`src/rtl/dwf_pkg.sv`:
```
package dwf_pkg;
  typedef enum logic [2:0] {
    CLS_NOP    = 3'd0,
    CLS_PLAIN  = 3'd1,
    CLS_BRANCH = 3'd2,
    CLS_JUMP   = 3'd3,
    CLS_MOVE   = 3'd4
  } ins_class_e;

  typedef enum logic [1:0] {
    ST_REQ1 = 2'd0,
    ST_DAT1 = 2'd1,
    ST_REQ2 = 2'd2,
    ST_DAT2 = 2'd3
  } fetch_st_e;
endpackage

```
`src/rtl/dwf_classify.sv`:
```
// Pre-decode of one fetched word into the classes the sequencer cares about.
module dwf_classify #(
  parameter int WORD_W = 16,
  parameter int OFS_W  = 11
) (
  input  logic [WORD_W-1:0] word,
  output logic              is_cont,
  output logic              is_move1,
  output logic              is_jump1,
  output logic              is_branch,
  output logic [OFS_W-1:0]  br_off
);
  localparam logic [3:0] CONT_NIB = 4'hF;
  localparam logic [3:0] MOVE_NIB = 4'hC;
  localparam logic [7:0] JUMP_HI  = 8'hEF;
  localparam logic [4:0] BR_HI    = 5'b11010;

  always_comb begin
    is_cont   = (word[WORD_W-1 -: 4] == CONT_NIB);
    is_move1  = (word[WORD_W-1 -: 4] == MOVE_NIB);
    is_jump1  = (word[WORD_W-1 -: 8] == JUMP_HI);
    is_branch = (word[WORD_W-1 -: 5] == BR_HI);
    br_off    = word[OFS_W-1:0];
  end
endmodule

```
`src/rtl/dwf_target.sv`:
```
// Next-PC candidates: sequential, relative branch, absolute jump.
module dwf_target #(
  parameter int PC_W  = 21,
  parameter int OFS_W = 11,
  parameter int JW    = 20
) (
  input  logic [PC_W-1:0]  pc,
  input  logic [OFS_W-1:0] br_off,
  input  logic [JW-1:0]    jmp_word,
  output logic [PC_W-1:0]  seq_pc,
  output logic [PC_W-1:0]  br_pc,
  output logic [PC_W-1:0]  jmp_pc
);
  localparam int EXT_W = PC_W - OFS_W - 1;

  logic [PC_W-1:0] br_bytes;

  always_comb begin
    seq_pc   = pc + PC_W'(2);
    br_bytes = {{EXT_W{br_off[OFS_W-1]}}, br_off, 1'b0};
    br_pc    = seq_pc + br_bytes;
    jmp_pc   = PC_W'({jmp_word, 1'b0});
  end
endmodule

```
`src/rtl/dual_word_fetch.sv`:
```
module dual_word_fetch #(
  parameter int PC_W   = 21,
  parameter int WORD_W = 16,
  parameter int OFS_W  = 11
) (
  input  logic              clk,
  input  logic              rst,
  output logic              mem_rd,
  output logic [PC_W-1:0]   mem_addr,
  input  logic [WORD_W-1:0] mem_rdata,
  input  logic              skip_req,
  output logic              dec_valid,
  output logic [2:0]        dec_class,
  output logic [PC_W-1:0]   dec_pc,
  output logic [PC_W-2:0]   dec_opnd_a,
  output logic [WORD_W-5:0] dec_opnd_b
);
  import dwf_pkg::*;

  localparam int OPA_W = PC_W - 1;
  localparam int OPB_W = WORD_W - 4;
  localparam int JW    = OPB_W + 8;
  localparam int EXT_W = OPA_W - OFS_W;

  fetch_st_e        st;
  logic [PC_W-1:0]  pc;
  logic [PC_W-1:0]  first_pc;
  logic [OPB_W-1:0] hold_lo;
  logic             hold_jump;
  logic             skip_arm;

  logic             w_cont, w_move1, w_jump1, w_branch;
  logic [OFS_W-1:0] w_off;
  logic [JW-1:0]    jmp_word;
  logic [PC_W-1:0]  seq_pc, br_pc, jmp_pc;

  dwf_classify #(.WORD_W(WORD_W), .OFS_W(OFS_W)) u_cls (
    .word      (mem_rdata),
    .is_cont   (w_cont),
    .is_move1  (w_move1),
    .is_jump1  (w_jump1),
    .is_branch (w_branch),
    .br_off    (w_off)
  );

  assign jmp_word = {mem_rdata[OPB_W-1:0], hold_lo[7:0]};

  dwf_target #(.PC_W(PC_W), .OFS_W(OFS_W), .JW(JW)) u_tgt (
    .pc       (pc),
    .br_off   (w_off),
    .jmp_word (jmp_word),
    .seq_pc   (seq_pc),
    .br_pc    (br_pc),
    .jmp_pc   (jmp_pc)
  );

  assign mem_rd   = (st == ST_REQ1) || (st == ST_REQ2);
  assign mem_addr = pc;

  always_ff @(posedge clk) begin
    if (rst) begin
      st         <= ST_REQ1;
      pc         <= '0;
      first_pc   <= '0;
      hold_lo    <= '0;
      hold_jump  <= 1'b0;
      skip_arm   <= 1'b0;
      dec_valid  <= 1'b0;
      dec_class  <= CLS_NOP;
      dec_pc     <= '0;
      dec_opnd_a <= '0;
      dec_opnd_b <= '0;
    end else begin
      dec_valid <= 1'b0;
      case (st)
        ST_REQ1: begin
          if (dec_valid && skip_req) skip_arm <= 1'b1;
          st <= ST_DAT1;
        end
        ST_DAT1: begin
          st <= ST_REQ1;
          pc <= seq_pc;
          if (skip_arm) begin
            skip_arm <= 1'b0;
          end else if (w_cont) begin
            dec_valid  <= 1'b1;
            dec_class  <= CLS_NOP;
            dec_pc     <= pc;
            dec_opnd_a <= '0;
            dec_opnd_b <= '0;
          end else if (w_move1 || w_jump1) begin
            hold_lo   <= mem_rdata[OPB_W-1:0];
            hold_jump <= w_jump1;
            first_pc  <= pc;
            st        <= ST_REQ2;
          end else if (w_branch) begin
            pc         <= br_pc;
            dec_valid  <= 1'b1;
            dec_class  <= CLS_BRANCH;
            dec_pc     <= pc;
            dec_opnd_a <= {{EXT_W{w_off[OFS_W-1]}}, w_off};
            dec_opnd_b <= '0;
          end else begin
            dec_valid  <= 1'b1;
            dec_class  <= CLS_PLAIN;
            dec_pc     <= pc;
            dec_opnd_a <= OPA_W'(mem_rdata);
            dec_opnd_b <= '0;
          end
        end
        ST_REQ2: st <= ST_DAT2;
        ST_DAT2: begin
          st        <= ST_REQ1;
          dec_valid <= 1'b1;
          dec_pc    <= first_pc;
          if (hold_jump) begin
            pc         <= jmp_pc;
            dec_class  <= CLS_JUMP;
            dec_opnd_a <= OPA_W'(jmp_word);
            dec_opnd_b <= '0;
          end else begin
            pc         <= seq_pc;
            dec_class  <= CLS_MOVE;
            dec_opnd_a <= OPA_W'(hold_lo);
            dec_opnd_b <= mem_rdata[OPB_W-1:0];
          end
        end
        default: st <= ST_REQ1;
      endcase
    end
  end
endmodule

```
`config.mk`:
```
export PLATFORM = sky130hd
export DESIGN_NAME = dual_word_fetch
export DESIGN_NICKNAME = d
export VERILOG_FILES = /design/src/rtl/dwf_pkg.sv /design/src/rtl/dwf_classify.sv /design/src/rtl/dwf_target.sv /design/src/rtl/dual_word_fetch.sv
export SDC_FILE = /design/constraint.sdc
export NUM_CORES = 1
export LEC_CHECK = 0
export BUFFER_PORTS_ARGS = -buffer_cell sky130_fd_sc_hd__buf_2
export CORE_UTILIZATION = 60
export CTS_CLUSTER_SIZE = 30
export DETAILED_ROUTE_END_ITERATION = 7
export GPL_TIMING_DRIVEN = 0
export PLACE_DENSITY = 0.89
export SETUP_SLACK_MARGIN = 0.2
export SLEW_MARGIN = 20
export SYNTH_ARGS = -nofsm -noshare
export SYNTH_HDL_FRONTEND = slang
export SYNTH_SLANG_ARGS = --single-unit
export TNS_END_PERCENT = 5
```
`constraint.sdc`:
```
create_clock -name clk -period 5.66 [get_ports clk]
set_input_delay 1.132 -clock clk [delete_from_list [all_inputs] [get_ports clk]]
set_output_delay 1.132 -clock clk [all_outputs]
set_load 0.02 [all_outputs]
```
; ---- Yosys cells after proc, flatten, opt, wreduce, memory -nomap -nowiden
; Cells that the tools add are included.
[word_totals]
reg_bits = 115
inputBits = 19
out_inout_bits = 79
wordCells = 71
[classes]
addsub = 2
n_eq_ne = 10
mux = 37
n_bitwise = 2
reduce_logical = 9
[ops]
columns = op, n
row1 = 21-bit 2-to-1 mux, 8
row2 = 20-bit 2-to-1 mux, 5
row3 = 21-bit one-hot mux with 2 select lines, 2
row4 = 12-bit 2-to-1 mux, 4
row5 = 20-bit one-hot mux with 2 select lines, 1
row6 = 12-bit one-hot mux with 2 select lines, 1
row7 = 21-bit by 2-bit adder with 21-bit output (second input constant), 1
row8 = 21-bit adder, 1
row9 = 3-bit 2-to-1 mux, 4
row10 = 4-bit == test (second input constant), 2
row11 = 8-bit == test (second input constant), 1
row12 = 2-bit 2-to-1 mux, 4
row13 = 2-bit one-hot mux with 4 select lines, 1
row14 = 3-bit one-hot mux with 2 select lines, 1
row15 = 5-bit == test (second input constant), 1
row16 = 2-bit == test (second input constant), 2
row17 = 1-bit 2-to-1 mux, 4
row18 = 1-bit one-hot mux with 2 select lines, 2
row19 = 4-bit AND reduction, 1
row20 = 2-bit nonzero test, 2
row21 = 3-bit by 2-bit inequality test with 1-bit output (second input constant), 1
row22 = 3-bit AND reduction, 1
row23 = 2-bit by 1-bit == test with 1-bit output (second input constant), 1
row24 = 2-bit logical NOT, 1
row25 = other kinds (6), 8

; ---- Logic depth before layout (Yosys ltp)
; Gate-level depths: netlist (run 1).
[depth]
word_depth = 7
depth_mapped = 14
depth_no_buf = 12

; ---- Modules after synthesis
; A second synthesis (run 1) with hierarchy kept.
[unflattened]
cells_unflattened = 812
hier_area_um2 = 6791.5
[modules_own_cells]
columns = mod, instances, cells_each, area_per_inst_um2, seq_area_each_um2
row1 = dual_word_fetch, 1, 608, 5226.3, 2302.2
row2 = dwf_target, 1, 186, 1425.1, 0.0
row3 = dwf_classify, 1, 18, 140.1, 0.0

; ---- Least setup slack after synthesis (run 1)
; OpenSTA, ideal clock, no wires.
[synth_timing]
kind = input to register
startpoint = input mem_rdata[0]
endpoint = register pc[19] (netlist: mem_addr[19])
setup_time_ps = 101
t_arrival_ps = 3227
required_ps = 5559
slack_ps = 2332
path_stages = 9
n_path_buf = 0
path_cell_list = ha_1 -> fa_1 -> a211oi_1 -> o21bai_1 -> o311a_1 -> o31ai_1 -> o211ai_1 -> xnor2_1 -> o41ai_1
[synth_via]
elab_chain_cells = 6
[synth_lines]
columns = item, line
row1 = "start, declared", dual_word_fetch.sv:10  ; input logic [WORD_W-1:0] mem_rdata,
row2 = 21-bit adder, dwf_target.sv:21  ; br_pc = seq_pc + br_bytes;
row3 = 21-bit 2-to-1 mux, dual_word_fetch.sv:96  ; end else if (w_branch) begin
row4 = 21-bit 2-to-1 mux, dual_word_fetch.sv:91  ; end else if (w_move1 || w_jump1) begin
row5 = 21-bit 2-to-1 mux, dual_word_fetch.sv:85  ; end else if (w_cont) begin
row6 = 21-bit 2-to-1 mux, dual_word_fetch.sv:83  ; if (skip_arm) begin
row7 = 21-bit one-hot mux with 2 select lines, dual_word_fetch.sv:75  ; case (st)
row8 = "end signal, assigned", dual_word_fetch.sv:82  ; pc <= seq_pc;
row9 = "end signal, assigned", dual_word_fetch.sv:97  ; pc <= br_pc;
row10 = "end signal, assigned", dual_word_fetch.sv:117  ; pc <= jmp_pc;
row11 = "end, declared", dual_word_fetch.sv:26  ; logic [PC_W-1:0] pc;
; No other way between the ends.
; A chain may end at the register's enable or synchronous reset.

; ---- Final worst setup path (run 1)
[layout_timing]
startpoint = register pc[2] (netlist: mem_addr[2])
endpoint = register pc[20] (netlist: mem_addr[20])
[layout_via]
elab_chain_cells = 7
word_cells_on_any_way = 8
classes_between = 2 x add/sub / 6 x mux
[layout_lines]
columns = item, line
row1 = 21-bit by 2-bit adder with 21-bit output *, dwf_target.sv:19  ; seq_pc = pc + PC_W'(2);
row2 = 21-bit adder, dwf_target.sv:21
row3 = 21-bit 2-to-1 mux, dual_word_fetch.sv:96
row4 = 21-bit 2-to-1 mux, dual_word_fetch.sv:91
row5 = 21-bit 2-to-1 mux, dual_word_fetch.sv:85
row6 = 21-bit 2-to-1 mux, dual_word_fetch.sv:83
row7 = 21-bit one-hot mux with 2 select lines *, dual_word_fetch.sv:75
; Mark *: on every way between the ends. The rest lies on a longest branch, timed or not.

==> results of run 1 <==
[cell families after synthesis]
logic type	Yosys count	synth area share (%)
simple gates	300	21.38
flops	112	35.84
xor+xnor	33	4.740
compound gates	225	23.58
fa+ha+maj	25	5.120
other cells	1	0.05994
buf+inv	70	4.580
mux	29	4.700
[power by group]
group	switching (mW)	leakage [nW]	total (mW)	internal, mW
clock network	0.305	0.106	0.523	0.218
logic	0.185	1.88	0.281	0.0958
registers	0.0206	0.909	0.831	0.810
total	0.511	2.89	1.64	1.12
[how the worst min path moves through the flow]
stage	from	end	slack, ns	depth (start not counted)
floorplan	hold_lo[11]	hold_lo[11]	0.43	2
global placement	first_pc[5]	first_pc[5]	0.44	2
detailed placement	dec_class[0]	dec_class[0]	0.45	2
CTS	hold_lo[8]	hold_lo[8]	0.46	2
global route	first_pc[1]	first_pc[1]	0.49	2
finish	hold_lo[8]	hold_lo[8]	0.46	2
[layer usage]
layer	vias up	GRT usage [%]	share of wire, %
li1	3054	-	-
met1	3001	47.33	40
met2	434	55.43	43
met3	87	4.261	11
met4	0	19.90	5.6
met5	-	0	0
[sequential cells by signal, indices dropped and copies added, names as in the netlist]
register	flops
dec_opnd_a	20
dec_pc	20
mem_addr	20
dec_class	3
hold_lo	12
skip_arm	1
dec_opnd_b	12
hold_jump	1
first_pc	20
st	2
dec_valid	1
[stage by stage]
stage / instances / total power, mW / cell area (um2) / utilization [%]
detailed placement: 1023 / 1.120 / 6897 / 69.28
floorplan: 796 / 1.029 / 6260 / -
CTS: 1039 / 1.620 / 7108 / 71.41
global route: 1039 / 1.682 / 7108 / 71.41
finish: 1039 / 1.635 / 7108 / 71.41
global placement: 1023 / 1.115 / 6897 / 69.28
[critical path, cell delays in order, from the launching register on]
cell and delay [ns]:
dfxtp_1 0.57, ha_1 0.38, nand3_1 0.22, nor4_1 0.38, xor2_1 0.35, ha_1 0.30
clkbuf_1 0.19, a21o_1 0.20, a211o_1 0.29, nor3b_1 0.23, a21oi_1 0.15, xnor2_1 0.19
a2111oi_2 0.35
[cell type report]
class / instances / area, um2
Multi-Input combinational cell: 614 / 3731
Fill cell: 831 / 2846
Sequential cell: 112 / 2242
Timing Repair Buffer: 94 / 470.5
Buffer: 58 / 241.5
Tap cell: 133 / 166.4
Clock buffer: 10 / 127.6
Clock inverter: 6 / 83.83
Inverter: 12 / 45.04
[synth_stat cells, drive strengths merged (5+ instances only)]
master / count / share of area (%)
a211oi: 26 / 3.1
a21o: 6 / 0.72
a21oi: 79 / 6.3
a221oi: 5 / 0.70
a22oi: 16 / 1.9
a31oi: 15 / 1.5
and3: 5 / 0.50
buf: 15 / 1.3
clkbuf: 43 / 2.6
dfxtp: 112 / 36
ha: 24 / 4.8
inv: 11 / 0.66
mux2i: 26 / 4.2
nand2: 126 / 7.6
nand3: 23 / 1.9
nand4: 6 / 0.60
nor2: 83 / 5.0
nor2b: 6 / 0.60
nor3: 19 / 1.6
o211ai: 11 / 1.3
o21a: 5 / 0.60
o21ai: 21 / 1.7
o21bai: 6 / 0.72
or2: 7 / 0.74
or3: 6 / 0.68
xnor2: 19 / 2.7
xor2: 14 / 2.1
==> run metrics, run 1 <==
CTS max path bufs 2; Die Wd 104.1 um; Worst EP arrival 4.17 ns; Mean Syn Cell Area 7.869 um2; # DRC 0; reg-to-reg startpoint mem_addr[2]; NumNets Final 945; FF-to-FF setup slack 1.77 ns; routed vias 6576; Cell Area, Synth 6256 um2; worst reg2reg endpoint mem_addr[20]; CP endpoint kind flop; fraction of layout cells with a size suffix above 1 15.78%; number of gates resized after cts 0; most common cell after layout, fill and taps aside nand2_1; minimum clock period 3.889 ns; Clock transition at path regs 0.11 ns; Clock Skew 0.01012 ns; Skew-Pair Late Insertion Delay 0.38 ns; first-pass iteration count of the detailed router 6; CTS tree done; worst setup path endpoint mem_addr[20]; ys flop type dfxtp_1; Synth async-reset ratio 0%; final setup TNS 0 ns; unrepaired setup endpoints after global routing no; pin count of the biggest net entering global routing 21; Die Y 104.1 um; warnings from Yosys 0; number of synthesized flops with an enable pin 0; I/O Buffers 94; Syn-to-layout area delta 13.62%; row cnt 36; Pwr Density 230.1 nW/um2; Routed Antenna Nets 0; CP Max Fanout 10; Slew Limit Headroom 45.17%; clock sinks 112; Final HPWL DP 14060 um; CTS root buffer clkbuf_8; first-pass GRT wire length 30510 um; WL final 19290 um; Setup crit start kind flop; Initial DRC Count 872; Synth Instances 795; core region area 9955 um2; postcts setup bufs 0; worst hold slack 0.4616 ns; Initial Utilization 62.85%; Pins Over Slew Limit 0; antenna violations before repair 0; Max VDD drop 0.0001778 V; commonest non-fill, non-tap cells in the layout 126 x nand2_1, 112 x dfxtp_1, 106 x buf_2; diodes inserted 0; Avg Vias per Cell 6.329; clock buffer count from CTS 9; WP data required 5.94 ns; die footprint 10840 um2; GP Congestion 0.9631; final worst-path cycle share 68.71%; Max Freq 257.1 MHz; FF+latch count, synth 112; Setup crit start mem_addr[2]; GRT Overall Usage 35.39%; cts hold-fix bufs 0; post-synthesis cell type count 67; vias in the first global route 5995; Final Hold Fails 0; Setup WS post-layout 1.771 ns; per-cell routed wire length 18.56 um; register area share after synthesis 35.84%; Worst Hold Class reg2reg; CP Class reg2reg; Final setup violation count 0; I/O pin total 98; status finished, final reports clean; worst slack, placed 1.731 ns; LEAKAGE 2.893 nW; H-tree Lvls 3; Worst-Margin Slew 0.8206 ns; reg2reg path depth 12; grt ovf 0; max-cap violations 0
(Power assumes the default switching activity.)
==> run 2, diff against run 1 <==
--- a/config.mk
+++ b/config.mk
@@ -5,12 +5,13 @@
 export SDC_FILE = /design/constraint.sdc
 export NUM_CORES = 1
 export LEC_CHECK = 0
+export ABC_AREA = 1
 export BUFFER_PORTS_ARGS = -buffer_cell sky130_fd_sc_hd__buf_2
-export CORE_UTILIZATION = 60
+export CORE_UTILIZATION = 52
 export CTS_CLUSTER_SIZE = 30
 export DETAILED_ROUTE_END_ITERATION = 7
 export GPL_TIMING_DRIVEN = 0
-export PLACE_DENSITY = 0.89
+export PLACE_DENSITY = 0.82
 export SETUP_SLACK_MARGIN = 0.2
 export SLEW_MARGIN = 20
 export SYNTH_ARGS = -nofsm -noshare
==> constraint.sdc (replaced) <==
create_clock -name clk -period 3.5 [get_ports clk]
set_input_delay 0.7 -clock clk [delete_from_list [all_inputs] [get_ports clk]]
set_output_delay 0.7 -clock clk [all_outputs]
set_load 0.02 [all_outputs]
==> run metrics, run 2 <==
WL final 21240 um (was 19290 um); number of synthesized flops with an enable pin 0 (unchanged); vias in the first global route 6845 (was 5995); commonest non-fill, non-tap cells in the layout 230 x nand2_1, 115 x buf_2, 105 x dfxtp_1 (was 126 x nand2_1, 112 x dfxtp_1, 106 x buf_2); fraction of layout cells with a size suffix above 1 16.36% (was 15.78%); Cell Area, Synth 6541 um2 (was 6256 um2); GP Congestion 0.9740 (was 0.9631); Mean Syn Cell Area 6.661 um2 (was 7.869 um2); pin count of the biggest net entering global routing 21 (unchanged); Initial DRC Count 1133 (was 872); Setup crit start mem_addr[10] (was mem_addr[2]); gr busiest metal met2 (unchanged); Clock Skew 0.008521 ns (was 0.01012 ns); FF-to-FF setup slack 0.52 ns (was 1.77 ns); status finished, final reports clean (unchanged); DP Area 7231 um2 (was 6897 um2); GRT Overall Usage 33.65% (was 35.39%); Skew-Pair Late Insertion Delay 0.36 ns (was 0.38 ns); Setup WS post-layout 0.5235 ns (was 1.771 ns); Worst-Margin Slew 0.6803 ns (was 0.8206 ns); NumNets Final 1133 (was 945); WHS Path Cells 2 (unchanged); clock sinks 112 (unchanged); worst hold slack 0.4598 ns (was 0.4616 ns); most common cell after layout, fill and taps aside nand2_1 (unchanged); Die Y 114.2 um (was 104.1 um); worst setup path endpoint mem_addr[20] (unchanged); cts hold-fix bufs 0 (unchanged); postcts setup bufs 0 (unchanged); worst slack, placed 0.3054 ns (was 1.731 ns); first-pass GRT wire length 34140 um (was 30510 um); Pins Over Slew Limit 0 (unchanged); Worst EP arrival 3.23 ns (was 4.17 ns); LEAKAGE 3.517 nW (was 2.893 nW); Setup crit start kind flop (unchanged); Max VDD drop 0.0003423 V (was 0.0001778 V); reg-to-reg startpoint mem_addr[10] (was mem_addr[2]); Clock transition at path regs 0.08 ns (was 0.11 ns); core region area 12110 um2 (was 9955 um2); clock buffer count from CTS 9 (unchanged); Routed Antenna Nets 0 (unchanged); Die Wd 114.2 um (was 104.1 um); Final setup violation count 0 (unchanged); routed vias 7278 (was 6576); warnings from Yosys 0 (unchanged); top-area cell type share of the netlist area 34.28% (was 35.84%); CP endpoint kind flop (unchanged); cell area after layout 7587 um2 (was 7108 um2); ranking of synthesized cells by area dfxtp_1 34%, nand2_1 13%, o21ai_0 8.0% (was dfxtp_1 36%, nand2_1 7.6%, a21oi_1 6.3%); most used cell, CP nand2_1 (was ha_1); Fill cells 1109 (was 831); area of the multi-input gates 3695 um2 (was 3731 um2); minimum clock period 2.976 ns (was 3.889 ns); row cnt 40 (was 36); final setup TNS 0 ns (unchanged); ys flop type dfxtp_1 (unchanged); Pwr Density 405.0 nW/um2 (was 230.1 nW/um2); Synth async-reset ratio 0% (unchanged); CTS root buffer clkbuf_16 (was clkbuf_8); die footprint 13030 um2 (was 10840 um2); CP Max Fanout 8 (was 10); max-cap violations 0 (unchanged); CP max-delay cell dfxtp_1 (unchanged); Final Hold Fails 0 (unchanged); worst reg2reg endpoint mem_addr[20] (unchanged); grt ovf 0 (unchanged); Worst Hold Class reg2reg (unchanged); Slew Limit Headroom 54.65% (was 45.17%); H-tree Lvls 3 (unchanged); GR Layer Usage met3 7.200% (was 4.261%); Avg Vias per Cell 5.767 (was 6.329); critical path cell sequence nand4_4 > nor2_8 > nand2_2 > xor2_1 > inv_1 > ha_1 > nand2_1 > inv_1 > nand2_1 > nor2_1 > nand4_1 > nand3_1 > inv_1 > nand2_1 > nand3_1 > nand2_1 > a21oi_2 (was ha_1 > nand3_1 > nor4_1 > xor2_1 > ha_1 > clkbuf_1 > a21o_1 > a211o_1 > nor3b_1 > a21oi_1 > xnor2_1 > a2111oi_2); unrepaired setup endpoints after global routing no (unchanged); GR Layer Usage met1 42.68% (was 47.33%); Syn-to-layout area delta 15.99% (was 13.62%); post-synthesis cell type count 44 (was 67); Post-synth top cells 230 x nand2_1, 112 x dfxtp_1, 105 x o21ai_0 (was 126 x nand2_1, 112 x dfxtp_1, 83 x nor2_1); I/O Buffers 95 (was 94); I/O pin total 98 (unchanged); # DRC 0 (unchanged); reg2reg path depth 17 (was 12); diodes inserted 0 (unchanged); antenna violations before repair 0 (unchanged); M2 GR Usage 53.66% (was 55.43%); WP data required 3.76 ns (was 5.94 ns); fin util 62.64% (was 71.41%); CTS max path bufs 2 (unchanged); first-pass iteration count of the detailed router 5 (was 6); Max Freq 336.0 MHz (was 257.1 MHz); Final HPWL DP 16130 um (was 14060 um); register area 2253 um2 (was 2242 um2); area leader, netlist dfxtp_1 (unchanged); per-cell routed wire length 16.83 um (was 18.56 um); CTS tree done (unchanged); top-count cell post-synth nand2_1 (unchanged); Initial Utilization 54.01% (was 62.85%); CP Class reg2reg (unchanged); register area share after synthesis 34.28% (was 35.84%); final worst-path cycle share 85.04% (was 68.71%); Crit path largest cell delay 0.61 ns (was 0.57 ns); Synth Instances 982 (was 795); FF+latch count, synth 112 (unchanged)
==> run 2: per-stage QoR <==
| stage | cells | power (mW) |
|---|---|---|
| global placement | 1246 | 1.967 |
| detailed placement | 1246 | 1.976 |
| global route | 1262 | 3.201 |
| CTS | 1262 | 3.046 |
| floorplan | 983 | 1.787 |
| finish | 1262 | 3.073 |
==> run 2: worst max-delay path: cells and delay by family, from the launching register on <==
family / cells / cell delay (ns)
buffers and inverters: 3 / 0.28
AOI/OAI and AO/OA: 1 / 0.05
xor gates and xnor gates: 1 / 0.26
adders and majority gates: 1 / 0.33
DFF: 1 / 0.61
and+or+nand+nor: 11 / 1.33
==> run 2: how the worst min path moves through the flow <==
stage / endpoint / startpoint / slack (ns)
floorplan: hold_lo[11] / hold_lo[11] / 0.43
global placement: hold_lo[11] / hold_lo[11] / 0.45
detailed placement: dec_opnd_b[9] / dec_opnd_b[9] / 0.45
CTS: dec_opnd_b[9] / dec_opnd_b[9] / 0.46
global route: dec_class[0] / dec_class[0] / 0.49
finish: dec_opnd_b[9] / dec_opnd_b[9] / 0.46
==> run 2: power by group <==
part	total [mW]	internal, mW	switching (mW)
clock network	1.10	0.574	0.530
registers	1.39	1.33	0.0534
logic	0.583	0.191	0.392
total	3.07	2.10	0.975
==> run 2: routing by layer <==
| metal | vias up | wire length [um] |
|---|---|---|
| met5 | - | 0 |
| met2 | 395 | 9456 |
| li1 | 3476 | - |
| met1 | 3322 | 8600 |
| met3 | 85 | 2200 |
| met4 | 0 | 986 |
==> run 2: final cells by class <==
cell class                 instances  area share, %
multi-input combinational        713          48.70
sequential                       112          29.70
timing repair buffer              95          6.266
inverter                         109          5.392
buffer                            49          3.051
clock buffer                       9          2.968
tap                              168          2.770
clock inverter                     7          1.154
==> run 2: logic make-up (layout without fill, tap and decap cells) <==
logic type	count (synthesis)	count (layout)	share of synthesized area [%]
AND/OR/NAND/NOR	389	389	25.31
AO/OA/AOI/OAI	283	283	23.57
buffers and inverters	158	269	9.793
flip-flops	112	112	34.28
adder cells (fa/ha/maj)	25	25	4.897
XOR/XNOR	14	14	2.104
other	1	2	0.05733
==> run 2: repair_timing <==
item,4_1_cts,5_1_grt
endpoints found under the hold margin,0,0
gates resized for setup,0,14
endpoints found under the setup margin,0,10
==> run 3, diff against run 2 <==
--- a/config.mk
+++ b/config.mk
@@ -11,7 +11,7 @@
 export CTS_CLUSTER_SIZE = 30
 export DETAILED_ROUTE_END_ITERATION = 7
 export GPL_TIMING_DRIVEN = 0
-export PLACE_DENSITY = 0.82
+export PLACE_DENSITY_LB_ADDON = 0.08
 export SETUP_SLACK_MARGIN = 0.2
 export SLEW_MARGIN = 20
 export SYNTH_ARGS = -nofsm -noshare
==> run metrics, run 3 (same netlist as run 2, synthesis figures left out) <==
Avg Vias per Cell 5.620 (was 5.767); Pwr Density 399.6 nW/um2 (was 405.0 nW/um2); Skew-Pair Late Insertion Delay 0.36 ns (about the same); Worst EP arrival 3.29 ns (was 3.23 ns); LEAKAGE 3.515 nW (was 3.517 nW); Max VDD drop 0.0001997 V (was 0.0003423 V); Final Hold Fails 0 (unchanged); Initial Utilization 54.01% (unchanged); core region area 12110 um2 (unchanged); status finished, final reports clean (unchanged); H-tree Lvls 3 (unchanged); antenna violations before repair 0 (unchanged); WP data required 3.79 ns (was 3.76 ns); CTS tree done (unchanged); most common cell after layout, fill and taps aside nand2_1 (unchanged); vias in the first global route 6347 (was 6845); met2 wire len 9295 um (was 9456 um); first-pass GRT wire length 33740 um (was 34140 um); first-pass iteration count of the detailed router 6 (was 5); routed vias 7087 (was 7278); # DRC 0 (unchanged); Worst-Margin Slew 0.6809 ns (was 0.6803 ns); Final setup violation count 0 (unchanged); commonest non-fill, non-tap cells in the layout 230 x nand2_1, 115 x buf_2, 105 x dfxtp_1 (unchanged); Final HPWL DP 16240 um (was 16130 um); met3 WL 1762 um (was 2200 um); NumNets Final 1133 (unchanged); Pins Over Slew Limit 0 (unchanged); Setup crit start kind flop (unchanged); final worst-path cycle share 85.73% (was 85.04%); Metal-1 WL 9437 um (was 8600 um); clock sinks 112 (unchanged); Clock Skew 0.009756 ns (was 0.008521 ns); Die Y 114.2 um (unchanged); max-cap violations 0 (unchanged); per-cell routed wire length 16.75 um (was 16.83 um); WL final 21130 um (was 21240 um); Fill cells 1255 (was 1109); I/O pin total 98 (unchanged); fin util 62.31% (was 62.64%); Clock transition at path regs 0.07 ns (was 0.08 ns); final setup TNS 0 ns (unchanged); row cnt 40 (unchanged); unrepaired setup endpoints after global routing no (unchanged); CTS max path bufs 2 (unchanged); I/O Buffers 95 (unchanged); fraction of layout cells with a size suffix above 1 15.92% (was 16.36%); Routed Antenna Nets 0 (unchanged); CP Max Fanout 6 (was 8); grt ovf 0 (unchanged); CP Class reg2reg (unchanged); pin count of the biggest net entering global routing 19 (was 21); Max Freq 333.3 MHz (was 336.0 MHz); Worst Hold Class reg2reg (unchanged); Highest Signal Layer met4 (unchanged); GP Congestion 0.9536 (was 0.9740); minimum clock period 3.001 ns (was 2.976 ns); Die Wd 114.2 um (unchanged); diodes inserted 0 (unchanged); Syn-to-layout area delta 15.38% (was 15.99%); Slew Limit Headroom 54.60% (was 54.65%); clock buffer count from CTS 9 (unchanged); die footprint 13030 um2 (unchanged); CP endpoint kind flop (unchanged); CTS root buffer clkbuf_16 (unchanged); Initial DRC Count 732 (was 1133); GRT Overall Usage 33.65% (about the same)
[run 3: cell types whose count changed in the layout (fill, tap and decap cells not counted), sizes merged]
cell / before / now
clkinv: 0 / 2
clkbuf: 32 / 34
clkinvlp: 2 / 0
inv: 113 / 110
[run 3: metrics by stage]
step                cell area, um2  power, mW  cells  worst slack [ns]  hold slack (ns)
detailed placement            7231      1.978   1246            0.3364           0.4471
global route                  7547      3.154   1261            0.2285           0.4798
floorplan                     6545      1.787    983            0.8532           0.4297
finish                        7547      3.016   1261            0.4995           0.4596
global placement              7231      1.972   1246            0.3704           0.4427
CTS                           7526      3.015   1261            0.3123           0.4586
[run 3: power breakdown]
group / total, mW / switching, mW / internal (mW)
Combinational: 0.577 / 0.388 / 0.189
Sequential: 1.39 / 0.0525 / 1.33
Clock: 1.05 / 0.479 / 0.574
Total: 3.02 / 0.920 / 2.10
[run 3: routing by layer]
metal	global-route usage (%)	vias to the layer above
met4	13.33	0
met3	5.453	49
li1	-	3478
met5	0	-
met1	46.76	3236
met2	52.08	324
[run 3: layout make-up]
cell class	count	area (um2)	share of cell area, %
Buffer	49	231.5	3.067
Clock buffer	11	242.7	3.216
Clock inverter	4	52.55	0.6963
Inverter	109	409.1	5.421
Multi-Input combinational cell	713	3675	48.69
Sequential cell	112	2251	29.82
Tap cell	168	210.2	2.785
Timing Repair Buffer	95	475.5	6.300
[run 3: critical path: stages, from the launching register on]
cell	delay, ns
dfxtp_2	0.43
ha_4	0.20
nand2_1	0.09
nor2_2	0.15
nand3_2	0.17
nor2_1	0.17
nand3_1	0.08
nand2_1	0.13
inv_1	0.07
ha_1	0.35
nand2_1	0.09
inv_1	0.07
nand2_1	0.08
nor2_1	0.16
nand4_1	0.10
nand3_1	0.19
nand3_1	0.09
nand3_1	0.09
nand2_1	0.08
a21oi_2	0.13
[run 3: worst paths after layout]
check | startpoint | end | slack (ns) | depth (start not counted)
worst max-delay path | mem_addr[2] | mem_addr[20] | 0.50 | 19
worst min-delay path | dec_opnd_b[6] | dec_opnd_b[6] | 0.46 | 2
worst min register to register | dec_opnd_b[6] | dec_opnd_b[6] | 0.46 | 2
worst max register to register | mem_addr[2] | mem_addr[20] | 0.50 | 19
[run 3: repair_timing]
item / CTS / global route
setup buffers: 0 / 0
endpoints found under the setup margin: 0 / 11
hold buffers: 0 / 0
gates resized for setup: 0 / 10
